===== src/rtl/disp_timing_pkg.sv =====
package disp_timing_pkg;

    // Source index: flag bit, enable bit offset and request vector share it.
    localparam int SRC_VB  = 0;
    localparam int SRC_HB  = 1;
    localparam int SRC_MT  = 2;
    localparam int NUM_SRC = 3;

    // Status word layout.
    localparam int ST_FLAG_LSB = 0;
    localparam int ST_IE_LSB   = 3;
    localparam int ST_CMP_LSB  = 8;

endpackage


===== src/rtl/disp_cycle_timer.sv =====
module disp_cycle_timer #(
    parameter int ACTIVE_CYC = 960,
    parameter int HBLANK_CYC = 272
) (
    input  logic clk,
    input  logic rst_n,
    output logic end_active,
    output logic end_line
);
    localparam int LINE_CYC = ACTIVE_CYC + HBLANK_CYC;
    localparam int CYC_W    = $clog2(LINE_CYC);
    localparam logic [CYC_W-1:0] LAST_ACT  = CYC_W'(ACTIVE_CYC - 1);
    localparam logic [CYC_W-1:0] LAST_LINE = CYC_W'(LINE_CYC - 1);

    typedef struct packed {
        logic [CYC_W-1:0] cyc;
    } tmr_t;

    tmr_t s_d, s_q;

    always_comb begin
        s_d = s_q;
        if (s_q.cyc == LAST_LINE) s_d.cyc = '0;
        else                      s_d.cyc = s_q.cyc + 1'b1;
    end

    always_ff @(posedge clk or negedge rst_n) begin
        if (!rst_n) s_q <= '0;
        else        s_q <= s_d;
    end

    assign end_active = (s_q.cyc == LAST_ACT);
    assign end_line   = (s_q.cyc == LAST_LINE);

    AST_CYC_RANGE: assert property (@(posedge clk) disable iff (!rst_n)
        s_q.cyc <= LAST_LINE) else $error("cycle counter out of range");

endmodule


===== src/rtl/disp_line_counter.sv =====
module disp_line_counter #(
    parameter int TOTAL_LINES = 228,
    parameter int LINE_W      = 8
) (
    input  logic              clk,
    input  logic              rst_n,
    input  logic              advance,
    output logic [LINE_W-1:0] line_q_o,
    output logic [LINE_W-1:0] line_next_o
);
    localparam logic [LINE_W-1:0] LAST = LINE_W'(TOTAL_LINES - 1);

    typedef struct packed {
        logic [LINE_W-1:0] line;
    } lc_t;

    lc_t s_d, s_q;
    logic [LINE_W-1:0] wrapped_d;

    always_comb begin
        wrapped_d = (s_q.line == LAST) ? '0 : s_q.line + 1'b1;
        s_d = s_q;
        if (advance) s_d.line = wrapped_d;
    end

    always_ff @(posedge clk or negedge rst_n) begin
        if (!rst_n) s_q <= '0;
        else        s_q <= s_d;
    end

    assign line_q_o    = s_q.line;
    assign line_next_o = wrapped_d;

    AST_LINE_WRAP: assert property (@(posedge clk) disable iff (!rst_n)
        (advance && s_q.line == LAST) |=> (s_q.line == '0)) else $error("line wrap wrong");

endmodule


===== src/rtl/disp_status.sv =====
module disp_status
    import disp_timing_pkg::*;
#(
    parameter int VIS_LINES   = 160,
    parameter int TOTAL_LINES = 228,
    parameter int LINE_W      = 8,
    parameter int STAT_W      = 16
) (
    input  logic              clk,
    input  logic              rst_n,
    input  logic              end_active,
    input  logic              end_line,
    input  logic [LINE_W-1:0] cur_line,
    input  logic [LINE_W-1:0] next_line,
    input  logic              wr_en,
    input  logic [STAT_W-1:0] wr_data,
    output logic [STAT_W-1:0] rd_data,
    output logic [NUM_SRC-1:0] irq_o,
    output logic              draw_o
);
    localparam logic [LINE_W-1:0] VB_FIRST = LINE_W'(VIS_LINES);
    localparam logic [LINE_W-1:0] VB_OFF   = LINE_W'(TOTAL_LINES - 1);

    typedef struct packed {
        logic [NUM_SRC-1:0] flag;
        logic [NUM_SRC-1:0] ie;
        logic [LINE_W-1:0]  cmp;
        logic [NUM_SRC-1:0] irq;
        logic               draw;
    } st_t;

    st_t  s_d, s_q;
    logic hit_d;

    always_comb begin
        s_d      = s_q;
        s_d.irq  = '0;
        s_d.draw = 1'b0;
        hit_d    = (next_line == s_q.cmp);

        if (wr_en) begin
            s_d.ie  = wr_data[ST_IE_LSB +: NUM_SRC];
            s_d.cmp = wr_data[ST_CMP_LSB +: LINE_W];
        end

        if (end_active) begin
            s_d.flag[SRC_HB] = 1'b1;
            s_d.irq[SRC_HB]  = s_q.ie[SRC_HB];
            s_d.draw         = (cur_line < VB_FIRST);
        end

        if (end_line) begin
            s_d.flag[SRC_HB] = 1'b0;
            s_d.flag[SRC_MT] = hit_d;
            s_d.irq[SRC_MT]  = hit_d & s_q.ie[SRC_MT];
            if (next_line == VB_FIRST) begin
                s_d.flag[SRC_VB] = 1'b1;
                s_d.irq[SRC_VB]  = s_q.ie[SRC_VB];
            end
            if (next_line == VB_OFF) s_d.flag[SRC_VB] = 1'b0;
        end
    end

    always_ff @(posedge clk or negedge rst_n) begin
        if (!rst_n) s_q <= '0;
        else        s_q <= s_d;
    end

    always_comb begin
        rd_data = '0;
        rd_data[ST_FLAG_LSB +: NUM_SRC] = s_q.flag;
        rd_data[ST_IE_LSB +: NUM_SRC]   = s_q.ie;
        rd_data[ST_CMP_LSB +: LINE_W]   = s_q.cmp;
    end

    assign irq_o  = s_q.irq;
    assign draw_o = s_q.draw;

    AST_DRAW_VISIBLE: assert property (@(posedge clk) disable iff (!rst_n)
        s_q.draw |-> (s_q.flag[SRC_HB] && cur_line < VB_FIRST)) else $error("draw outside visible");
    AST_VB_IRQ_ENTRY: assert property (@(posedge clk) disable iff (!rst_n)
        s_q.irq[SRC_VB] |-> (s_q.flag[SRC_VB] && cur_line == VB_FIRST)) else $error("vblank req misplaced");
    AST_MATCH_IRQ_FLAG: assert property (@(posedge clk) disable iff (!rst_n)
        s_q.irq[SRC_MT] |-> (s_q.flag[SRC_MT] && cur_line == s_q.cmp)) else $error("match req without match");
    AST_HB_IRQ_ENABLED: assert property (@(posedge clk) disable iff (!rst_n)
        s_q.irq[SRC_HB] |-> $past(s_q.ie[SRC_HB])) else $error("hblank req while disabled");
    AST_VB_LAST_CLEAR: assert property (@(posedge clk) disable iff (!rst_n)
        (cur_line == VB_OFF) |-> !s_q.flag[SRC_VB]) else $error("vblank set on last line");

endmodule


===== src/rtl/disp_timing.sv =====
module disp_timing
    import disp_timing_pkg::*;
#(
    parameter int ACTIVE_CYC  = 960,
    parameter int HBLANK_CYC  = 272,
    parameter int VIS_LINES   = 160,
    parameter int TOTAL_LINES = 228,
    localparam int LINE_W     = $clog2(TOTAL_LINES),
    localparam int STAT_W     = ST_CMP_LSB + LINE_W
) (
    input  logic              clk,
    input  logic              rst_n,
    input  logic              stat_wr_en,
    input  logic [STAT_W-1:0] stat_wr_data,
    output logic [STAT_W-1:0] stat_rd_data,
    output logic [LINE_W-1:0] line_count,
    output logic              irq_hblank,
    output logic              irq_vblank,
    output logic              irq_match,
    output logic              draw_line
);
    logic               end_active, end_line;
    logic [LINE_W-1:0]  next_line;
    logic [NUM_SRC-1:0] irq_vec;

    disp_cycle_timer #(
        .ACTIVE_CYC(ACTIVE_CYC),
        .HBLANK_CYC(HBLANK_CYC)
    ) u_timer (
        .clk       (clk),
        .rst_n     (rst_n),
        .end_active(end_active),
        .end_line  (end_line)
    );

    disp_line_counter #(
        .TOTAL_LINES(TOTAL_LINES),
        .LINE_W     (LINE_W)
    ) u_lines (
        .clk        (clk),
        .rst_n      (rst_n),
        .advance    (end_line),
        .line_q_o   (line_count),
        .line_next_o(next_line)
    );

    disp_status #(
        .VIS_LINES  (VIS_LINES),
        .TOTAL_LINES(TOTAL_LINES),
        .LINE_W     (LINE_W),
        .STAT_W     (STAT_W)
    ) u_status (
        .clk       (clk),
        .rst_n     (rst_n),
        .end_active(end_active),
        .end_line  (end_line),
        .cur_line  (line_count),
        .next_line (next_line),
        .wr_en     (stat_wr_en),
        .wr_data   (stat_wr_data),
        .rd_data   (stat_rd_data),
        .irq_o     (irq_vec),
        .draw_o    (draw_line)
    );

    assign irq_vblank = irq_vec[SRC_VB];
    assign irq_hblank = irq_vec[SRC_HB];
    assign irq_match  = irq_vec[SRC_MT];

    AST_LINE_RANGE: assert property (@(posedge clk) disable iff (!rst_n)
        line_count < LINE_W'(TOTAL_LINES)) else $error("line count out of range");
    AST_HB_CLEAR_ON_ADV: assert property (@(posedge clk) disable iff (!rst_n)
        (line_count != $past(line_count)) |-> !stat_rd_data[ST_FLAG_LSB + SRC_HB]) else $error("hblank kept across advance");

endmodule


===== config.mk =====
export PLATFORM = sky130hd
export DESIGN_NAME = disp_timing
export DESIGN_NICKNAME = d
export VERILOG_FILES = /design/src/rtl/disp_timing_pkg.sv /design/src/rtl/disp_cycle_timer.sv /design/src/rtl/disp_line_counter.sv /design/src/rtl/disp_status.sv /design/src/rtl/disp_timing.sv
export SDC_FILE = /design/constraint.sdc
export NUM_CORES = 1
export LEC_CHECK = 0
export BUFFER_PORTS_ARGS = -buffer_cell sky130_fd_sc_hd__buf_2
export CAP_MARGIN = 30
export CORE_ASPECT_RATIO = 1.2
export CORE_UTILIZATION = 53
export DETAILED_ROUTE_END_ITERATION = 8
export PLACE_DENSITY = 0.79
export SYNTH_ARGS = -nofsm -noshare
export SYNTH_HDL_FRONTEND = slang
export SYNTH_SLANG_ARGS = --single-unit

===== constraint.sdc =====
create_clock -name clk -period 2.24 [get_ports clk]
set_input_delay 0.112 -clock clk [delete_from_list [all_inputs] [get_ports clk]]
set_output_delay 0.112 -clock clk [all_outputs]
set_load 0.005 [all_outputs]

* Word-level counts from Yosys, hierarchy flattened
Index checks and enable logic that the tools add are counted.
** Cells by class
- Shifts and indexed selects :: 0
- Div/mod/pow operators :: 0
- $mul :: 0
- Bitwise gates (word level) :: 1
- Reduce and logical (&&, ||, !) cells :: 3
- Mux-type cells :: 11
- Magnitude comparators :: 1
- Eq/ne operators :: 6
- $add $sub $neg :: 2
** Operator list (number)
- 8-bit equality test, second input constant :: 3
- 11-bit by 1-bit adder with 11-bit output, second input constant :: 1
- 11-bit by 10-bit equality test with 1-bit output, second input constant :: 1
- 11-bit equality test, second input constant :: 1
- 11-bit 2-to-1 mux :: 1
- 8-bit by 1-bit adder with 8-bit output, second input constant :: 1
- 8-bit equality test :: 1
- 8-bit < comparator, second input constant :: 1
- 1-bit 2-to-1 mux :: 8
- 8-bit 2-to-1 mux :: 1
- 2-bit nonzero test :: 2
- 2-bit 2-to-1 mux :: 1
- 2-bit AND reduction :: 1
- 1-bit AND :: 1
** Word-level totals
- Input bits :: 19
- Output and inout bits :: 28
- Bits in read-only memories :: 0
- Memory bits (writable) :: 0
- Latch bits :: 0
- Word-level logic and storage cells :: 33
- Flip-flop bits (word level) :: 37
- Memories kept :: 0

* Depth between registers and ports, before layout
Gate-level depths: netlist of run 1.
- Word-level depth :: 6
- Gate-level depth with buffers :: 8
- Depth with buffers taken out :: 7

* Cells and area by module
From an unflattened synthesis of run 1, not the netlist that was laid out.
** Unflattened totals
- Cell total of the unflattened synthesis :: 165
- Area total of the unflattened synthesis :: 1846.8 um2
** By module, submodules not included
- disp_status :: area each 795.8 um2, instances 1, sequential area each 450.4 um2, cells an instance 63
- disp_cycle_timer :: area each 525.5 um2, instances 1, sequential area each 275.3 um2, cells an instance 49
- disp_line_counter :: area each 525.5 um2, instances 1, sequential area each 200.2 um2, cells an instance 53

* Worst setup path after synthesis of run 1
OpenSTA, ideal clock, no wires.
- Path kind :: reg-to-reg
- Start point :: register u_lines.s_q (netlist bit u_lines.line_q_o[1])
- End point :: register u_status.s_q (netlist bit u_status.rd_data[2])
- Setup slack :: 0.213 ns
- Data arrival time :: 1.906 ns
- Clock period less this slack :: 2.027 ns
- Cell stages (with the launch flop) :: 8
- Buffers on the path :: 1
- Library setup time :: 0.122 ns
- Data required time :: 2.118 ns
- Cells stage by stage :: dfrtp_1 -> ha_1 -> buf_2 -> nand4_1 -> and2_1 -> a221oi_1 -> xor2_1 -> a32o_1
** On the way
- Longest elaborated chain between the ends :: 3
- Elaborated cells on any way between the ends :: 4
- Those cells by class :: add/sub (1); eq/ne (2); mux (1)
** Ends and longest elaborated chain
- start: declaration :: line disp_line_counter.sv:17 : lc_t s_d, s_q;
- start signal: assignment :: line disp_line_counter.sv:27 : if (!rst_n) s_q <= '0;
- start signal: assignment :: line disp_line_counter.sv:28 : else s_q <= s_d;
- 8-bit by 1-bit adder with 8-bit output or 8-bit equality test (tied branches) :: line disp_line_counter.sv:21 : wrapped_d = (s_q.line == LAST) ? '0 : s_q.line + 1'b1;
- 8-bit 2-to-1 mux * :: line disp_line_counter.sv:21
- 8-bit equality test * :: line disp_status.sv:39 : hit_d = (next_line == s_q.cmp);
- end signal: assignment :: line disp_status.sv:65 : if (!rst_n) s_q <= '0;
- end signal: assignment :: line disp_status.sv:66 : else s_q <= s_d;
- end: declaration :: line disp_status.sv:32 : st_t s_d, s_q;
Every way passes the cells marked *; elsewhere a longest branch is shown, timed or not.
A chain may end at the register's enable or synchronous reset.

==> metrics.txt, run 1 <==
status=completed; Routed WL=4.26 mm; IO Pins=47; Die Y=69.5 um; number of CTS-inserted buffers=5; grt ovf=0; Hold Path Class=in2reg; main combinational cell family by area after synthesis=simple AND/OR/NAND/NOR gates; Synth area leader=dfrtp_1; worst vdd ir=0.336 mV; Final Cycle Share=91.7%; CTS Root Cell=clkbuf_8; Synth top area share=46.1%; Seq/Total Area, Yosys=46.1%; Worst Clk Skew=0.00518 ns; DR vias=1674; die area=4040 sq um; cells after synthesis=198; complex-gate fraction of the synthesized area=13.0%; Area Overhead vs Synth=18.2%; final hold viol count=0; leakage=1.10 nW; clk_lat worst skew=0.29 ns; Detailed Place HPWL=3.04 mm; number of synthesized register bits=37; largest net degree at the start of global routing=38; most frequent cells in the layout=buf_2, dfrtp_1, nand2_1, o21ai_0, nor2_1; final setup TNS=0 ns; Initial Util=55.3%; # Post-CTS Setup Buffers=0; multiplexer share of the synthesized area=7.10%; ys async rst share=100%; Die Wd=58.2 um; Max Root-Sink Buffers=2; Peak Freq=487 MHz; Slew Limit Fails=0; WL/cell=14.4 um; startpoint types=register; CP Class=reg2reg; # Max-Cap Violations=0; nets=266; Area contributors post-synth=dfrtp_1, mux2_2, o21ai_0; DP Cell Count=288; Synth Warn #=0; core area=3630 sq um; Setup violations, final=0; post-route ant nets=0; Initial DRC Count=65; initial antenna violation count=0; Final Critical Period=2.06 ns; most common cell after layout, fill and taps aside=buf_2; synth unique cells=46; Pre-Repair DR Iteration Count=4; Synth Area in Adders=1.87%; Worst Tran Pin Value=0.805 ns; vias in the first global route=1549; # rows=24; XOR/XNOR share of the synthesized area=6.97%; Tot GR Track Use=23.1%; Synth Area in Simple Gates=20.1%; Clock Pin Slew Worst Setup and Hold Paths=0.06 ns; number of port buffers=39; fillers=305; DR vias/cell=5.66; cell area power density=534 nW/um^2; Total Power=0.00127 W; syn_area_per_cell=10.1 sq um; ant diodes=0; layout cell share with drive strength beyond 1=29.9%; Final Non-Filler Cells=296; CTS tree=built; first-pass GRT wire length=7.06 mm; global placement routability congestion=0.951; ys flop type=dfrtp_1; Post-Syn Area=2010 sq um; CP Data Required Time=2.46 ns; Crit. End Element=register; DRC viols=0; H-tree depth=2; clock sinks=37; WP data arrival=2.28 ns; Max-slew headroom=46.3%; number of synthesized flops with an enable pin=0; crit-path max FO=12; RSZ-0062 raised after global routing=no
-- cell families (layout without fill, tap and decap cells) --
kind of cell,count (synthesis),count (layout)
AOI/OAI and AO/OA,38,38
muxes,13,13
and+or+nand+nor,72,72
other,1,2
buffers and inverters,18,63
DFF,37,37
xor gates and xnor gates,16,16
adders and majority gates,3,3
-- worst max-delay path, stage by stage, from the launching register on --
cell	delay [ns]
dfrtp_1	0.41
or4b_4	0.58
or3_4	0.47
nor4_1	0.30
and4_1	0.23
-- layout make-up --
| class | instances | area [sq um] | area share [%] |
|---|---|---|---|
| clock buffers | 7 | 86.3 | 3.64 |
| well taps | 52 | 65.1 | 2.74 |
| inverters | 6 | 22.5 | 0.948 |
| repair buffers | 50 | 280 | 11.8 |
| multi-input cells | 144 | 995 | 41.9 |
| flip-flops and latches | 37 | 926 | 39.0 |
-- path summary, 6_finish.rpt --
| check | start | to | slack, ns | cells past startpoint |
|---|---|---|---|---|
| worst max-delay path | u_timer.s_q[5] | u_status.irq_o[0] | 0.18 | 4 |
| worst min-delay path | stat_wr_data[15] | u_status.rd_data[15] | 0.03 | 3 |
| worst max register to register | u_timer.s_q[5] | u_status.irq_o[0] | 0.18 | 4 |
| worst min register to register | u_status.rd_data[2] | u_status.rd_data[2] | 0.49 | 1 |
| max in group asynchronous | rst_n | u_lines.line_q_o[0] | 1.28 | 2 |
| min in group asynchronous | rst_n | u_status.rd_data[11] | 0.45 | 2 |
-- registers in the layout, summed over array words and instances, names as in the netlist --
register / cells
u_status.rd_data: 14
u_lines.line_q_o: 8
u_timer.s_q: 11
u_status.irq_o: 3
u_status.draw_o: 1
-- report_power, final --
group / internal (W) / switching, W / total [W]
Combinational: 0.0000539 / 0.0000468 / 0.000101
Clock: 0.000244 / 0.000215 / 0.000458
Sequential: 0.000688 / 0.0000201 / 0.000708
-- stage by stage --
step / hold WS, ns / setup slack, ns / instance area (sq um) / utilization (%)
after global placement: 0.248 / 0.190 / 2280 / 62.6
after floorplan: -0.184 / 0.213 / 2010 / -
final: 0.0331 / 0.185 / 2370 / 65.4
after CTS: 0.0287 / 0.107 / 2370 / 65.3
after global routing: 0.0339 / 0.0520 / 2370 / 65.4
after detailed placement: 0.256 / 0.160 / 2280 / 62.6
-- synthesized netlist by cell type (2+ instances only) --
master and count:
dfrtp_1 37, nand2_1 16, o21ai_0 16, nor2_1 15, mux2_2 10, xnor2_1 8, xor2_1 8, buf_2 7
nand3_1 7, and2_1 6, inv_1 6, a21oi_1 4, and4_1 4, a2bb2oi_1 3, and3_1 3, buf_4 3
ha_1 3, mux2i_1 3, nand4_1 3, nor3_1 3, or2_2 3, a221oi_1 2, nand2b_1 2, nand4b_1 2
nor4_1 2, o2111ai_1 2
-- metal layers --
metal	wire, um	GRT usage [%]	part of all wire [%]	vias up
met3	206	6.72	4.8	8
met2	2100	35.9	49	49
met4	85	9.79	2.0	0
met1	1870	29.8	44	818
li1	-	-	-	799
met5	0	0	0	-
-- repair_timing --
| item | CTS | global route |
|---|---|---|
| gates resized for setup | 0 | 1 |
| hold buffers | 1 | 0 |
| setup endpoints to repair | 0 | 1 |
| hold endpoints to repair | 37 | 0 |
Power figures use the tool's default switching activity.
==> run 2, diff against run 1 <==
--- a/config.mk
+++ b/config.mk
@@ -8,9 +8,11 @@
 export BUFFER_PORTS_ARGS = -buffer_cell sky130_fd_sc_hd__buf_2
 export CAP_MARGIN = 30
 export CORE_ASPECT_RATIO = 1.2
-export CORE_UTILIZATION = 53
+export CORE_UTILIZATION = 52
 export DETAILED_ROUTE_END_ITERATION = 8
-export PLACE_DENSITY = 0.79
+export HOLD_SLACK_MARGIN = 0.02
+export PLACE_DENSITY = 0.78
 export SYNTH_ARGS = -nofsm -noshare
 export SYNTH_HDL_FRONTEND = slang
+export SYNTH_HIERARCHICAL = 1
 export SYNTH_SLANG_ARGS = --single-unit
==> constraint.sdc (replaced) <==
create_clock -name clk -period 2.3 [get_ports clk]
set_input_delay 0.115 -clock clk [delete_from_list [all_inputs] [get_ports clk]]
set_output_delay 0.115 -clock clk [all_outputs]
set_load 0.005 [all_outputs]
==> run 2 against run 1 <==
Against the previous run: count of clock-buffer cells in the layout fell by 2; worst hold slack improved by 0.0027 ns; critical path depth rose by 4; clock power rose by 44%; clock skew rose by 0.0031 ns; global-route usage fell by 1.6 points; synthesized area fell by 8.1%; largest power group unchanged; highest routed layer unchanged.
==> metrics.txt, run 2 <==
GR Util met2=38.2%; initial antenna violation count=0; global placement routability congestion=0.832; core area=3370 sq um; vias in the first global route=1319; Slew Limit Fails=0; leakage=1.13 nW; number of port buffers=39; met1 Track Usage GR=24.3%; Die Wd=56.4 um; largest net degree at the start of global routing=38; IO Pins=47; # Max-Cap Violations=0; nets=231; Pre-Repair DR Iteration Count=4; synth unique cells=43; max reg flops=14; CP Class=reg2reg; RSZ-0062 raised after global routing=no; most frequent cell after synthesis=dfrtp_1; H-tree depth=2; Seq/Total Area, Yosys=50.1%; Area Overhead vs Synth=20.5%; worst-path cell chain=ha_1 -> and3_1 -> and3_2 -> xnor2_1 -> nor2_1 -> xnor2_1 -> nand2_1 -> o32ai_1; cells after synthesis=165; syn_area_per_cell=11.2 sq um; status=completed; slowest cell on the critical path=dfrtp_1; number of CTS-inserted buffers=5; # Post-CTS Setup Buffers=0; Synth Warn #=6; DR vias/cell=5.56; WP data arrival=2.34 ns; number of synthesized register bits=37; Non-Filler Cell Area, Final=2230 sq um; number of synthesized flops with an enable pin=0; final hold viol count=0; Worst Clk Skew=0.00831 ns; die area=3790 sq um; Max Root-Sink Buffers=2; Final Cycle Share=93.9%; first-pass GRT wire length=6.09 mm; post-route ant nets=0; worst vdd ir=0.527 mV; Top Usage Layer GRT=met2; Clock Pin Slew Worst Setup and Hold Paths=0.07 ns; fin util=66.1%; DP Cell Count=239; Detailed Place HPWL=2.67 mm; CTS tree=built; Die Y=67.3 um; biggest cell delay along the critical path=0.45 ns; ys async rst share=100%; Post-Syn Area=1850 sq um; crit-path max FO=6; Hold Path Class=in2reg; Max-slew headroom=46.2%; Worst Tran Pin Value=0.807 ns; Synth area leader=dfrtp_1; grt ovf=0; Routed WL=3.82 mm; most common cell after layout, fill and taps aside=buf_2; Final Critical Period=2.16 ns; cell area power density=644 nW/um^2; cell mode on critical path=xnor2_1; Crit. End Element=register; Initial Util=54.8%; Placed Area=2080 sq um; WL/cell=15.4 um; clock sinks=37; Peak Freq=463 MHz; startpoint types=register; DR vias=1380; ys flop type=dfrtp_1; Final Non-Filler Cells=248; most frequent cells in the layout=buf_2, dfrtp_1, nor2_1; Area contributors post-synth=dfrtp_1, mux2_2, xnor2_1; DRC viols=0; met3 Use GR=5.36%; clk_lat worst skew=0.29 ns; final setup TNS=0 ns; synth cell count leaders=dfrtp_1, nor2_1, nand2_1, xnor2_1, mux2_2; Setup violations, final=0; CP Data Required Time=2.48 ns; ant diodes=0; # rows=23; Tot GR Track Use=21.5%; Initial DRC Count=39; Synth top area share=50.1%; layout cell share with drive strength beyond 1=35.5%; CTS Root Cell=clkbuf_8
-- run 2: cell count changes in the layout (fill, tap and decap cells not counted), moves of 3 or more --
cell       change
a2bb2oi_1      -3
a31oi_1        +3
and2_1         -4
and4_1         -4
buf_4          -7
nand2_1        -3
o21ai_0        -9
xnor2_1        +5
-- run 2: final timing paths --
kind / to / cells past startpoint / slack, ns / startpoint
setup / recovery: u_status/rd_data[2] / 8 / 0.14 / u_lines/line_q_o[0]
hold / removal: u_status/rd_data[5] / 3 / 0.04 / stat_wr_data[5]
setup reg to reg: u_status/rd_data[2] / 8 / 0.14 / u_lines/line_q_o[0]
hold reg to reg: u_status/rd_data[1] / 2 / 0.50 / u_status/rd_data[1]
max in group asynchronous: u_status/rd_data[11] / 2 / 1.34 / rst_n
min in group asynchronous: u_timer/s_q[5] / 2 / 0.45 / rst_n
-- run 2: cell families after synthesis --
| kind of cell | share of synthesized area (%) |
|---|---|
| buffers and inverters | 2.91 |
| other | 0.203 |
| xor gates and xnor gates | 9.49 |
| adders and majority gates | 1.35 |
| DFF | 50.1 |
| AOI/OAI and AO/OA | 6.98 |
| muxes | 8.67 |
| and+or+nand+nor | 20.3 |
-- run 2: per-layer routing --
layer | part of all wire, % | wire length [um] | up-vias
met3 | 4.7 | 178 | 10
met2 | 52 | 1970 | 41
met5 | 0 | 0 | -
li1 | - | - | 666
met4 | 2.5 | 97 | 0
met1 | 41 | 1570 | 663
-- run 2: cell type report --
class,instances,area [sq um]
timing repair buffer,43,228
clock inverter,3,65.1
fill,269,1140
sequential,37,926
clock buffer,5,68.8
inverter,4,15.0
tap,37,46.3
multi-input combinational,119,877
-- run 2: worst max-delay path, delay by kind of cell, from the launching register on --
family	cells	cell delay, ns
simple gates	4	0.74
flops	1	0.45
compound gates	1	0.31
fa+ha+maj	1	0.28
xor+xnor	2	0.27
-- run 2: per-stage QoR --
step	hold slack [ns]	total power (W)	setup slack (ns)
floorplan	-0.181	0.000738	0.271
global placement	0.244	0.000780	0.162
detailed placement	0.257	0.000785	0.111
CTS	0.0355	0.00145	0.0734
global route	0.0438	0.00148	0.0425
finish	0.0358	0.00143	0.141
-- run 2: repair_timing --
item | in CTS | in global routing
hold buffers | 1 | 0
endpoints found under the hold margin | 37 | 0
setup endpoints to repair | 0 | 4
resized for setup | 0 | 1
-- run 2: report_power, final --
part	leakage [nW]	internal, W	switching (W)
clock	0.0681	0.000431	0.000229
combinational	0.580	0.0000466	0.0000399
sequential	0.478	0.000670	0.0000171
total	1.13	0.00115	0.000286
